==> config.mk <==
export PLATFORM = sky130hd
export DESIGN_NAME = tpc_top
export DESIGN_NICKNAME = d
export VERILOG_FILES = /design/src/rtl/tpc_pkg.sv /design/src/rtl/tpc_ctrl.sv /design/src/rtl/tpc_chan.sv /design/src/rtl/tpc_rdmux.sv /design/src/rtl/tpc_top.sv
export SDC_FILE = /design/constraint.sdc
export NUM_CORES = 1
export LEC_CHECK = 0
export BUFFER_PORTS_ARGS = -buffer_cell sky130_fd_sc_hd__buf_2
export CORE_MARGIN = 3
export CORE_UTILIZATION = 45
export DETAILED_ROUTE_END_ITERATION = 16
export PLACE_DENSITY = 0.64
export SLEW_MARGIN = 0
export SYNTH_ARGS = -nofsm -noshare
export SYNTH_HDL_FRONTEND = slang
export SYNTH_SLANG_ARGS = --single-unit
==> constraint.sdc <==
create_clock -name clk -period 4.9 [get_ports clk]
set_clock_uncertainty 0.1 [all_clocks]
set_input_delay 0.98 -clock clk [delete_from_list [all_inputs] [get_ports clk]]
set_output_delay 0.98 -clock clk [all_outputs]
set_load 0.005 [all_outputs]
==> src/rtl/tpc_pkg.sv <==
package tpc_pkg;
  localparam int NUM_CH  = 2;
  localparam int ADDR_W  = 6;
  localparam int BUS_W   = 8;
  localparam int OFS_W   = 4;
  localparam int NUM_FLD = 5;

  localparam logic [ADDR_W-1:0] ADR_START = 6'h00;
  localparam logic [ADDR_W-1:0] ADR_MODE  = 6'h01;

  typedef enum int {
    FLD_CNT = 0,
    FLD_A   = 1,
    FLD_B   = 2,
    FLD_C   = 3,
    FLD_D   = 4
  } fld_e;

  localparam logic [1:0] RUN_RST  = 2'b00;
  localparam logic [1:0] CONT_RST = 2'b11;
endpackage

==> src/rtl/tpc_ctrl.sv <==
module tpc_ctrl
  import tpc_pkg::*;
(
  input  logic              clk,
  input  logic              rst,
  input  logic              wr_i,
  input  logic [ADDR_W-1:0] addr_i,
  input  logic [BUS_W-1:0]  wdata_i,
  input  logic [NUM_CH-1:0] evt_i,
  output logic [NUM_CH-1:0] run_o,
  output logic [NUM_CH-1:0] buf_a_o,
  output logic [NUM_CH-1:0] buf_b_o,
  output logic [BUS_W-1:0]  start_rd_o,
  output logic [BUS_W-1:0]  mode_rd_o
);
  logic [NUM_CH-1:0] run_q, cont_q, buf_a_q, buf_b_q;
  logic              sync_q;
  logic              st_wr, md_wr;
  logic              unused_wbits;

  assign st_wr = wr_i && (addr_i == ADR_START);
  assign md_wr = wr_i && (addr_i == ADR_MODE);
  assign unused_wbits = ^wdata_i[3:1];

  for (genvar c = 0; c < NUM_CH; c++) begin : g_run
    always_ff @(posedge clk) begin
      if (rst) begin
        run_q[c]  <= RUN_RST[c];
        cont_q[c] <= CONT_RST[c];
      end else if (st_wr) begin
        run_q[c]  <= wdata_i[c];
        cont_q[c] <= wdata_i[NUM_CH + c];
      end else if (evt_i[c] && !cont_q[c]) begin
        run_q[c]  <= 1'b0;
      end
    end

    a_r5_auto_stop: assert property (@(posedge clk) disable iff (rst)
      (evt_i[c] && !cont_q[c] && !st_wr) |=> !run_q[c]);

    a_r6_keeps_running: assert property (@(posedge clk) disable iff (rst)
      (evt_i[c] && cont_q[c] && !st_wr) |=> run_q[c]);
  end

  always_ff @(posedge clk) begin
    if (rst) begin
      sync_q  <= 1'b0;
      buf_a_q <= '0;
      buf_b_q <= '0;
    end else if (md_wr) begin
      sync_q     <= wdata_i[0];
      buf_a_q[0] <= wdata_i[4];
      buf_b_q[0] <= wdata_i[5];
      buf_a_q[1] <= wdata_i[6];
      buf_b_q[1] <= wdata_i[7];
    end
  end

  assign run_o      = run_q;
  assign buf_a_o    = buf_a_q;
  assign buf_b_o    = buf_b_q;
  assign start_rd_o = {4'hF, cont_q, run_q};
  assign mode_rd_o  = {buf_b_q[1], buf_a_q[1], buf_b_q[0], buf_a_q[0], 3'b111, sync_q};

  a_r10_sw_wins: assert property (@(posedge clk) disable iff (rst)
    st_wr |=> (run_q == $past(wdata_i[NUM_CH-1:0])));
endmodule

==> src/rtl/tpc_chan.sv <==
module tpc_chan
  import tpc_pkg::*;
#(
  parameter int CNT_W = 16
) (
  input  logic             clk,
  input  logic             rst,
  input  logic             run_i,
  input  logic             buf_a_i,
  input  logic             buf_b_i,
  input  logic             wr_i,
  input  logic [OFS_W-1:0] ofs_i,
  input  logic [BUS_W-1:0] wdata_i,
  output logic             evt_o,
  output logic             match_o,
  output logic [BUS_W-1:0] rd_byte_o
);
  localparam int BYTES = CNT_W / BUS_W;
  localparam int SPAN  = BYTES * NUM_FLD;

  logic [CNT_W-1:0] cnt_q, a_q, b_q, c_q, d_q;
  logic             match_q;
  logic             ofs_ok;
  int               fld, bidx;
  logic             wr_cnt, wr_a, wr_b, wr_c, wr_d;
  logic [CNT_W-1:0] rd_word;

  function automatic logic [CNT_W-1:0] put_byte(input logic [CNT_W-1:0] old,
                                                input int idx,
                                                input logic [BUS_W-1:0] b);
    logic [CNT_W-1:0] r;
    r = old;
    r[idx*BUS_W +: BUS_W] = b;
    return r;
  endfunction

  always_comb begin
    ofs_ok = (int'(ofs_i) < SPAN);
    fld    = int'(ofs_i) / BYTES;
    bidx   = int'(ofs_i) % BYTES;
  end

  assign wr_cnt = wr_i && ofs_ok && (fld == FLD_CNT);
  assign wr_a   = wr_i && ofs_ok && (fld == FLD_A);
  assign wr_b   = wr_i && ofs_ok && (fld == FLD_B);
  assign wr_c   = wr_i && ofs_ok && (fld == FLD_C);
  assign wr_d   = wr_i && ofs_ok && (fld == FLD_D);

  assign evt_o = run_i && (cnt_q == a_q);

  always_ff @(posedge clk) begin
    if (rst) begin
      cnt_q   <= '0;
      a_q     <= '0;
      b_q     <= '0;
      c_q     <= '0;
      d_q     <= '0;
      match_q <= 1'b0;
    end else begin
      match_q <= evt_o;
      if (wr_cnt)      cnt_q <= put_byte(cnt_q, bidx, wdata_i);
      else if (evt_o)  cnt_q <= '0;
      else if (run_i)  cnt_q <= cnt_q + 1'b1;
      if (wr_a)                   a_q <= put_byte(a_q, bidx, wdata_i);
      else if (evt_o && buf_a_i)  a_q <= c_q;
      if (wr_b)                   b_q <= put_byte(b_q, bidx, wdata_i);
      else if (evt_o && buf_b_i)  b_q <= d_q;
      if (wr_c) c_q <= put_byte(c_q, bidx, wdata_i);
      if (wr_d) d_q <= put_byte(d_q, bidx, wdata_i);
    end
  end

  always_comb begin
    case (fld)
      FLD_CNT: rd_word = cnt_q;
      FLD_A:   rd_word = a_q;
      FLD_B:   rd_word = b_q;
      FLD_C:   rd_word = c_q;
      default: rd_word = d_q;
    endcase
    rd_byte_o = ofs_ok ? rd_word[bidx*BUS_W +: BUS_W] : '0;
  end

  assign match_o = match_q;

  a_r4_step: assert property (@(posedge clk) disable iff (rst)
    (run_i && !evt_o && !wr_cnt) |=> (cnt_q == $past(cnt_q) + 1'b1));

  a_r4_hold: assert property (@(posedge clk) disable iff (rst)
    (!run_i && !wr_cnt) |=> $stable(cnt_q));

  a_r6_zero_after_match: assert property (@(posedge clk) disable iff (rst)
    (evt_o && !wr_cnt) |=> (cnt_q == '0));

  a_r4_pulse_follows: assert property (@(posedge clk) disable iff (rst)
    evt_o |=> match_o);

  a_r7_buf_a_load: assert property (@(posedge clk) disable iff (rst)
    (evt_o && buf_a_i && !wr_a) |=> (a_q == $past(c_q)));

  a_r8_buf_b_load: assert property (@(posedge clk) disable iff (rst)
    (evt_o && buf_b_i && !wr_b) |=> (b_q == $past(d_q)));

  a_r9_a_stable: assert property (@(posedge clk) disable iff (rst)
    (!wr_a && !(evt_o && buf_a_i)) |=> $stable(a_q));
endmodule

==> src/rtl/tpc_rdmux.sv <==
module tpc_rdmux
  import tpc_pkg::*;
(
  input  logic                          clk,
  input  logic                          rst,
  input  logic                          rd_i,
  input  logic [ADDR_W-1:0]             addr_i,
  input  logic [BUS_W-1:0]              start_i,
  input  logic [BUS_W-1:0]              mode_i,
  input  logic [NUM_CH-1:0][BUS_W-1:0]  chan_i,
  output logic [BUS_W-1:0]              rdata_o
);
  logic [BUS_W-1:0] sel;

  always_comb begin
    sel = '0;
    if (addr_i == ADR_START)     sel = start_i;
    else if (addr_i == ADR_MODE) sel = mode_i;
    else begin
      for (int c = 0; c < NUM_CH; c++)
        if (int'(addr_i[ADDR_W-1:OFS_W]) == c + 1) sel = chan_i[c];
    end
  end

  always_ff @(posedge clk) begin
    if (rst)       rdata_o <= '0;
    else if (rd_i) rdata_o <= sel;
  end

  a_r11_read_latency: assert property (@(posedge clk) disable iff (rst)
    !rd_i |=> $stable(rdata_o));
endmodule

==> src/rtl/tpc_top.sv <==
module tpc_top
  import tpc_pkg::*;
#(
  parameter int CNT_W = 16
) (
  input  logic              clk,
  input  logic              rst,
  input  logic              wr_en,
  input  logic              rd_en,
  input  logic [ADDR_W-1:0] addr,
  input  logic [BUS_W-1:0]  wdata,
  output logic [BUS_W-1:0]  rdata,
  output logic [NUM_CH-1:0] match
);
  logic [NUM_CH-1:0]             run, buf_a, buf_b, evt;
  logic [BUS_W-1:0]              start_rd, mode_rd;
  logic [NUM_CH-1:0][BUS_W-1:0]  chan_rd;

  tpc_ctrl u_ctrl (
    .clk        (clk),
    .rst        (rst),
    .wr_i       (wr_en),
    .addr_i     (addr),
    .wdata_i    (wdata),
    .evt_i      (evt),
    .run_o      (run),
    .buf_a_o    (buf_a),
    .buf_b_o    (buf_b),
    .start_rd_o (start_rd),
    .mode_rd_o  (mode_rd)
  );

  for (genvar c = 0; c < NUM_CH; c++) begin : g_ch
    logic sel;
    assign sel = (int'(addr[ADDR_W-1:OFS_W]) == c + 1);

    tpc_chan #(.CNT_W(CNT_W)) u_chan (
      .clk       (clk),
      .rst       (rst),
      .run_i     (run[c]),
      .buf_a_i   (buf_a[c]),
      .buf_b_i   (buf_b[c]),
      .wr_i      (wr_en && sel),
      .ofs_i     (addr[OFS_W-1:0]),
      .wdata_i   (wdata),
      .evt_o     (evt[c]),
      .match_o   (match[c]),
      .rd_byte_o (chan_rd[c])
    );
  end

  tpc_rdmux u_rdmux (
    .clk     (clk),
    .rst     (rst),
    .rd_i    (rd_en),
    .addr_i  (addr),
    .start_i (start_rd),
    .mode_i  (mode_rd),
    .chan_i  (chan_rd),
    .rdata_o (rdata)
  );
endmodule

Yosys cells after proc, flatten, opt, wreduce, memory -nomap -nowiden
Index checks and enable logic that the tools add are counted.
{ "totals": {"reg_bits": 179, "input_bits": 18} }
{ "op_classes": {"add_sub_neg": 3, "n_lt_le_gt_ge": 1, "eq_ne": 12, "shift": 4, "n_mux": 36, "n_reduce_logical": 37} }
{ "ops": {"columns": ["operator", "n"], "rows": [
  ["2-to-1 mux 16 bit", 14],
  ["bitwise mux 16 bit", 10],
  ["case mux 16 bit (4 select lines)", 2],
  ["logical NOT 32 bit", 2],
  ["2-to-1 mux 8 bit", 6],
  ["negator 4 -> 33 bit", 1],
  ["variable shift 8 x 33 -> 16 bit, first input constant", 1],
  ["indexed part select 8 x 33 -> 16 bit", 1],
  ["adder 16 x 1 -> 16 bit, second input constant", 2],
  ["equality test 16 bit", 2],
  ["indexed part select 16 x 5 -> 8 bit", 2],
  ["logical AND 1 bit", 24],
  ["nonzero test 2 bit", 6],
  ["equality test 3 x 2 -> 1 bit, second input constant", 3],
  ["equality test 3 bit, second input constant", 3],
  ["equality test 6 x 1 -> 1 bit, second input constant", 1],
  ["logical NOT 6 bit", 1],
  ["nonzero test 3 bit", 2],
  ["equality test 2 bit, second input constant", 2],
  ["less-than comparator 4 bit, second input constant", 1],
  ["2-to-1 mux 1 bit", 4],
  ["equality test 3 x 1 -> 1 bit, second input constant", 1],
  ["logical NOT 1 bit", 2]
]} }

Logic depth before layout (Yosys ltp)
{ "logic_depth": {"depth_word": 8, "depth_mapped": 9, "ltp_nobuf": 7} }

By module
Synthesis repeated with hierarchy kept, for this count alone.
{ "hier_totals": {"cells_unflattened": 1220, "area_unflattened_um2": 10550.1} }
{ "by_module_without_submodules": {"columns": ["mod", "instances", "cells_each", "area_per_inst_um2"], "rows": [
  ["tpc_chan (g_ch[1].u_chan)", 1, 574, 4735.8],
  ["tpc_chan (g_ch[0].u_chan)", 1, 528, 4718.3],
  ["tpc_ctrl", 1, 59, 546.8],
  ["tpc_rdmux", 1, 57, 531.8],
  ["tpc_top", 1, 2, 17.5]
]} }

Worst setup path before layout
No wires, ideal clock.
{ "synth_timing": {"path_kind": "input to register", "from": "input addr[1]", "to": "register u_rdmux.rdata_o[3]", "setup_ps": 132, "arrival_ps": 2663, "required_ps": 4668, "path_slack_ps": 2005, "path_stages": 7, "n_path_buf": 3, "cell_sequence": "buf_4 -> buf_4 -> buf_2 -> mux4_2 -> mux4_2 -> a211oi_1 -> nor3_1"} }
{ "synth_between": {"elab_chain_cells": 8, "word_cells_on_any_way": 17, "classes_between": "order compare: 1; eq/ne: 4; shift: 2; mux: 8; reduce/logical: 2"} }
{ "synth_rtl": {"columns": ["element", "line_no", "rtl"], "rows": [
  ["start: declaration", "tpc_top.sv:10", "input logic [ADDR_W-1:0] addr,"],
  ["logical NOT 32 bit (tied with other cells)", "tpc_chan.sv:74", "case (fld)"],
  ["case mux 16 bit (4 select lines)", "tpc_chan.sv:74", null],
  ["indexed part select 16 x 5 -> 8 bit", "tpc_chan.sv:81", "rd_byte_o = ofs_ok ? rd_word[bidx*BUS_W +: BUS_W] : '0;"],
  ["2-to-1 mux 8 bit", "tpc_chan.sv:81", null],
  ["2-to-1 mux 8 bit (2 in a row)", "tpc_rdmux.sv:21", "if (int'(addr_i[ADDR_W-1:OFS_W]) == c + 1) sel = chan_i[c];"],
  ["2-to-1 mux 8 bit", "tpc_rdmux.sv:18", "else if (addr_i == ADR_MODE) sel = mode_i;"],
  ["2-to-1 mux 8 bit *", "tpc_rdmux.sv:17", "if (addr_i == ADR_START) sel = start_i;"],
  ["end signal: assignment", "tpc_rdmux.sv:27", "else if (rd_i) rdata_o <= sel;"],
  ["end: declaration", "tpc_rdmux.sv:11", "output logic [BUS_W-1:0] rdata_o"]
]} }
Every way passes the cells marked *; elsewhere a longest branch is shown, timed or not.
A chain may end at the register's enable or synchronous reset.

Final worst setup path
{ "layout_timing": {"from": "input addr[3]", "to": "register g_ch[0].u_chan.a_q[3]"} }
{ "layout_between": {"elab_chain_cells": 4, "word_cells_on_any_way": 6, "classes_between": "order compare: 1; eq/ne: 1; mux: 1; reduce/logical: 3"} }
{ "layout_rtl": {"columns": ["element", "line_no", "rtl"], "rows": [
  ["less-than comparator 4 bit", "tpc_chan.sv:38", "ofs_ok = (int'(ofs_i) < SPAN);"],
  ["logical AND 1 bit", "tpc_chan.sv:44", "assign wr_a = wr_i && ofs_ok && (fld == FLD_A);"],
  ["logical AND 1 bit *", "tpc_chan.sv:44", null],
  ["2-to-1 mux 16 bit / nonzero test 2 bit (equally long branches)", null, null],
  ["end signal: assignment", "tpc_chan.sv:64", "if (wr_a) a_q <= put_byte(a_q, bidx, wdata_i);"],
  ["end signal: assignment", "tpc_chan.sv:65", "else if (evt_o && buf_a_i) a_q <= c_q;"],
  ["end: declaration", "tpc_chan.sv:21", "logic [CNT_W-1:0] cnt_q, a_q, b_q, c_q, d_q;"]
]} }
Marked as above.

==> flow_summary.ini <==
[status]
status = complete, no violations

[global_routing]
gr-max-usage-layer = met2
grt_max_degree = 116
grt_pass1_vias = 8387
grt_overflow_total = 0
use_met2_pct = 39.8
grt_pass1_wl_um = 50100
grt_util_all_layers_pct = 26.3
met1_usage_pct = 38.1
grt_use_met3_pct = 4.70
antenna_found_initial = 0

[die]
std_cell_rows = 54
die-area_um2 = 24500
coreArea_um2 = 22000
io_pins = 28
die_w_um = 156
start_util_pct = 46.2
die_h_um = 156

[cts]
insertion_delay_ns = 0.45
cts-root-buf = clkbuf_16
numClockSinks = 179
cts.repair.resized = 0
cts_max_level = 4
clkTransAtPathRegs_ns = 0.07
cts_tree = built
cts_post_setup_buffers_inserted = 0
cts_buffers = 17
clock_path_buffers = 2
cts_hold_buf = 0

[timing]
maxSlewViolCount = 0
period_needed_ns = 3.50
rsz0062_at_grt = false
max_freq_mhz = 286
fin_crit_sh_pct = 71.4
fin_tns_setup_ns = 0
worst_pin_slew_ns = 1.09
relSlewSlack_pct = 26.8
setup_viol = 0
hold_viol_final = 0

[power]
p_total_mw = 3.38
p_per_area_nw_per_um2 = 305
leakage_nw = 4.29
vdd_ir_drop_max_mv = 0.261

[yosys]
ys_top_cells_by_area = dfxtp_1 35%, mux2i_1 11%, mux4_2 8.6%, a211oi_1 3.5%, nor2_1 3.4%
syn_avg_cell_area_um2 = 9.11
synth_most_common_cell = dfxtp_1
synth_fp_nets = 1137
ys.flop_type = dfxtp_1
synth.distinct_cells = 62
synth_cells = 1117
synth_area_um2 = 10200
synth_largest_area_cell = dfxtp_1
synth_seq_area_share_pct = 35.2
async_reset_ff_share_pct = 0
synth.top_cells.by_count = 179 x dfxtp_1, 115 x mux2i_1, 91 x nor2_1, 74 x clkbuf_1, 63 x a21oi_1
synth_enable_flop_cells = 0
ys_ff_latch = 179
synth_warnings = 0
synth_top_cell_area_share_pct = 35.2

[routing]
dr.pass1.iters = 6
final_antenna_net_count = 0
vias = 8922
via_per_inst = 6.49
drt-initial-drc-count = 1145
drc = 0
wl_per_cell_um = 23.4
routed_wl_um = 32200

[placement]
place_inst = 1342
gp_congestion = 0.930
dpl.hpwl_um = 21900
portBuffers = 27

[layout]
final_util_pct = 50.3
layout-drive-gt1-share_pct = 15.0
fin_nets = 1101
finalNonFillerCells = 1374
syn2layout_area_growth_pct = 8.78
diodes = 0

[worst_setup_path]
crit_slowest_cell = nor3_2
start_kind = input pin
reg2reg_depth = 6
cp_max_fo = 32
required_ns = 5.16
crit_path_frequent_cell = nand2_1
reg2reg_from = g_ch[1].u_chan.cnt_q[11]$_SDFFE_PP0P_
startpoint = addr[3]
cp-end-kind = flop
max_stage_delay_ns = 0.85
crit_arrival_ns = 3.76
endpoint = g_ch[0].u_chan.a_q[3]$_SDFFE_PP0P_
rrSetupSlack_ns = 1.91
worstSetupPathType = in -> reg
crit_chain = buf_2 -> and4bb_2 -> nand2_1 -> nand2_1 -> nor3_2 -> nor3_1 -> a211oi_1
reg2reg_to = g_ch[1].u_chan.b_q[15]$_SDFFE_PP0P_

[run]
drv_cap = 0

[hold_path]
hold_class = reg -> reg
[flip-flops by register name, indices dropped and copies added, names as in the netlist]
name / flops
g_ch.u_chan.c_q: 32
u_ctrl.buf_a_o: 2
u_ctrl.run_o: 2
g_ch.u_chan.a_q: 32
g_ch.u_chan.match_o: 2
u_ctrl.buf_b_o: 2
u_ctrl.sync_q: 1
g_ch.u_chan.cnt_q: 32
g_ch.u_chan.d_q: 32
u_rdmux.rdata_o: 8
u_ctrl.start_rd_o: 2
g_ch.u_chan.b_q: 32
[worst max-delay path, delay by kind of cell]
family	cells	cell delay (ns)
AND/OR/NAND/NOR	5	1.89
buffers and inverters	1	0.63
AO/OA/AOI/OAI	1	0.24
[final cells by class]
type	count	area, um^2
sequential	179	3580
multi-input combinational	795	6010
timing repair buffer	46	284
clock buffer	18	439
fill	2042	11000
inverter	42	158
tap	280	350
clock inverter	14	246
[kinds of logic after synthesis]
family                     count (synthesis)  synth area share (%)
DFF                                      179                  35.2
buffers and inverters                    143                  5.74
muxes                                    180                  22.8
adders and majority gates                  2                 0.246
and+or+nand+nor                          333                  16.7
AOI/OAI and AO/OA                        248                  16.6
xor gates and xnor gates                  32                  2.75
[cells in the final DEF, fill, tap and decap left out, types with 32 or more instances in the layout]
cell type / count
nand2_1: 55
dfxtp_1: 179
a311oi_1: 35
a21oi_1: 63
a211oi_1: 47
inv_1: 42
nor3_1: 51
mux2i_1: 115
mux4_2: 39
nor2_1: 91
nand3_1: 32
[layer usage]
metal  vias up  part of all wire [%]
met4         0                   2.6
met5         -                     0
met1      4353                    45
met3        60                   8.0
li1       4096                     -
met2       413                    45
[stage by stage]
step	hold slack [ns]	cell area, um^2	worst slack [ns]
2_1_floorplan	0.340	10200	2.00
3_3_place_gp	0.353	10400	1.11
3_5_place_dp	0.358	10400	1.01
4_1_cts	0.371	11100	1.47
5_1_grt	0.395	11100	1.15
6_report	0.374	11100	1.40
[report_power, final]
part,total (mW),internal [mW],leakage (nW),switching [mW]
logic,0.273,0.0936,2.51,0.180
registers,1.50,1.47,1.44,0.0266
clock network,1.60,0.979,0.336,0.626
[worst min-delay path by stage]
stage	start	end	slack, ns	cells past startpoint
2_1_floorplan	g_ch[1].u_chan.b_q[4]$_SDFFE_PP0P_	g_ch[1].u_chan.b_q[4]$_SDFFE_PP0P_	0.34	2
3_3_place_gp	g_ch[1].u_chan.b_q[8]$_SDFFE_PP0P_	g_ch[1].u_chan.b_q[8]$_SDFFE_PP0P_	0.35	2
3_5_place_dp	g_ch[1].u_chan.b_q[12]$_SDFFE_PP0P_	g_ch[1].u_chan.b_q[12]$_SDFFE_PP0P_	0.36	2
4_1_cts	g_ch[1].u_chan.b_q[8]$_SDFFE_PP0P_	g_ch[1].u_chan.b_q[8]$_SDFFE_PP0P_	0.37	2
5_1_grt	g_ch[1].u_chan.b_q[12]$_SDFFE_PP0P_	g_ch[1].u_chan.b_q[12]$_SDFFE_PP0P_	0.40	2
6_report	g_ch[1].u_chan.b_q[12]$_SDFFE_PP0P_	g_ch[1].u_chan.b_q[12]$_SDFFE_PP0P_	0.37	2
(Power assumes the default switching activity.)
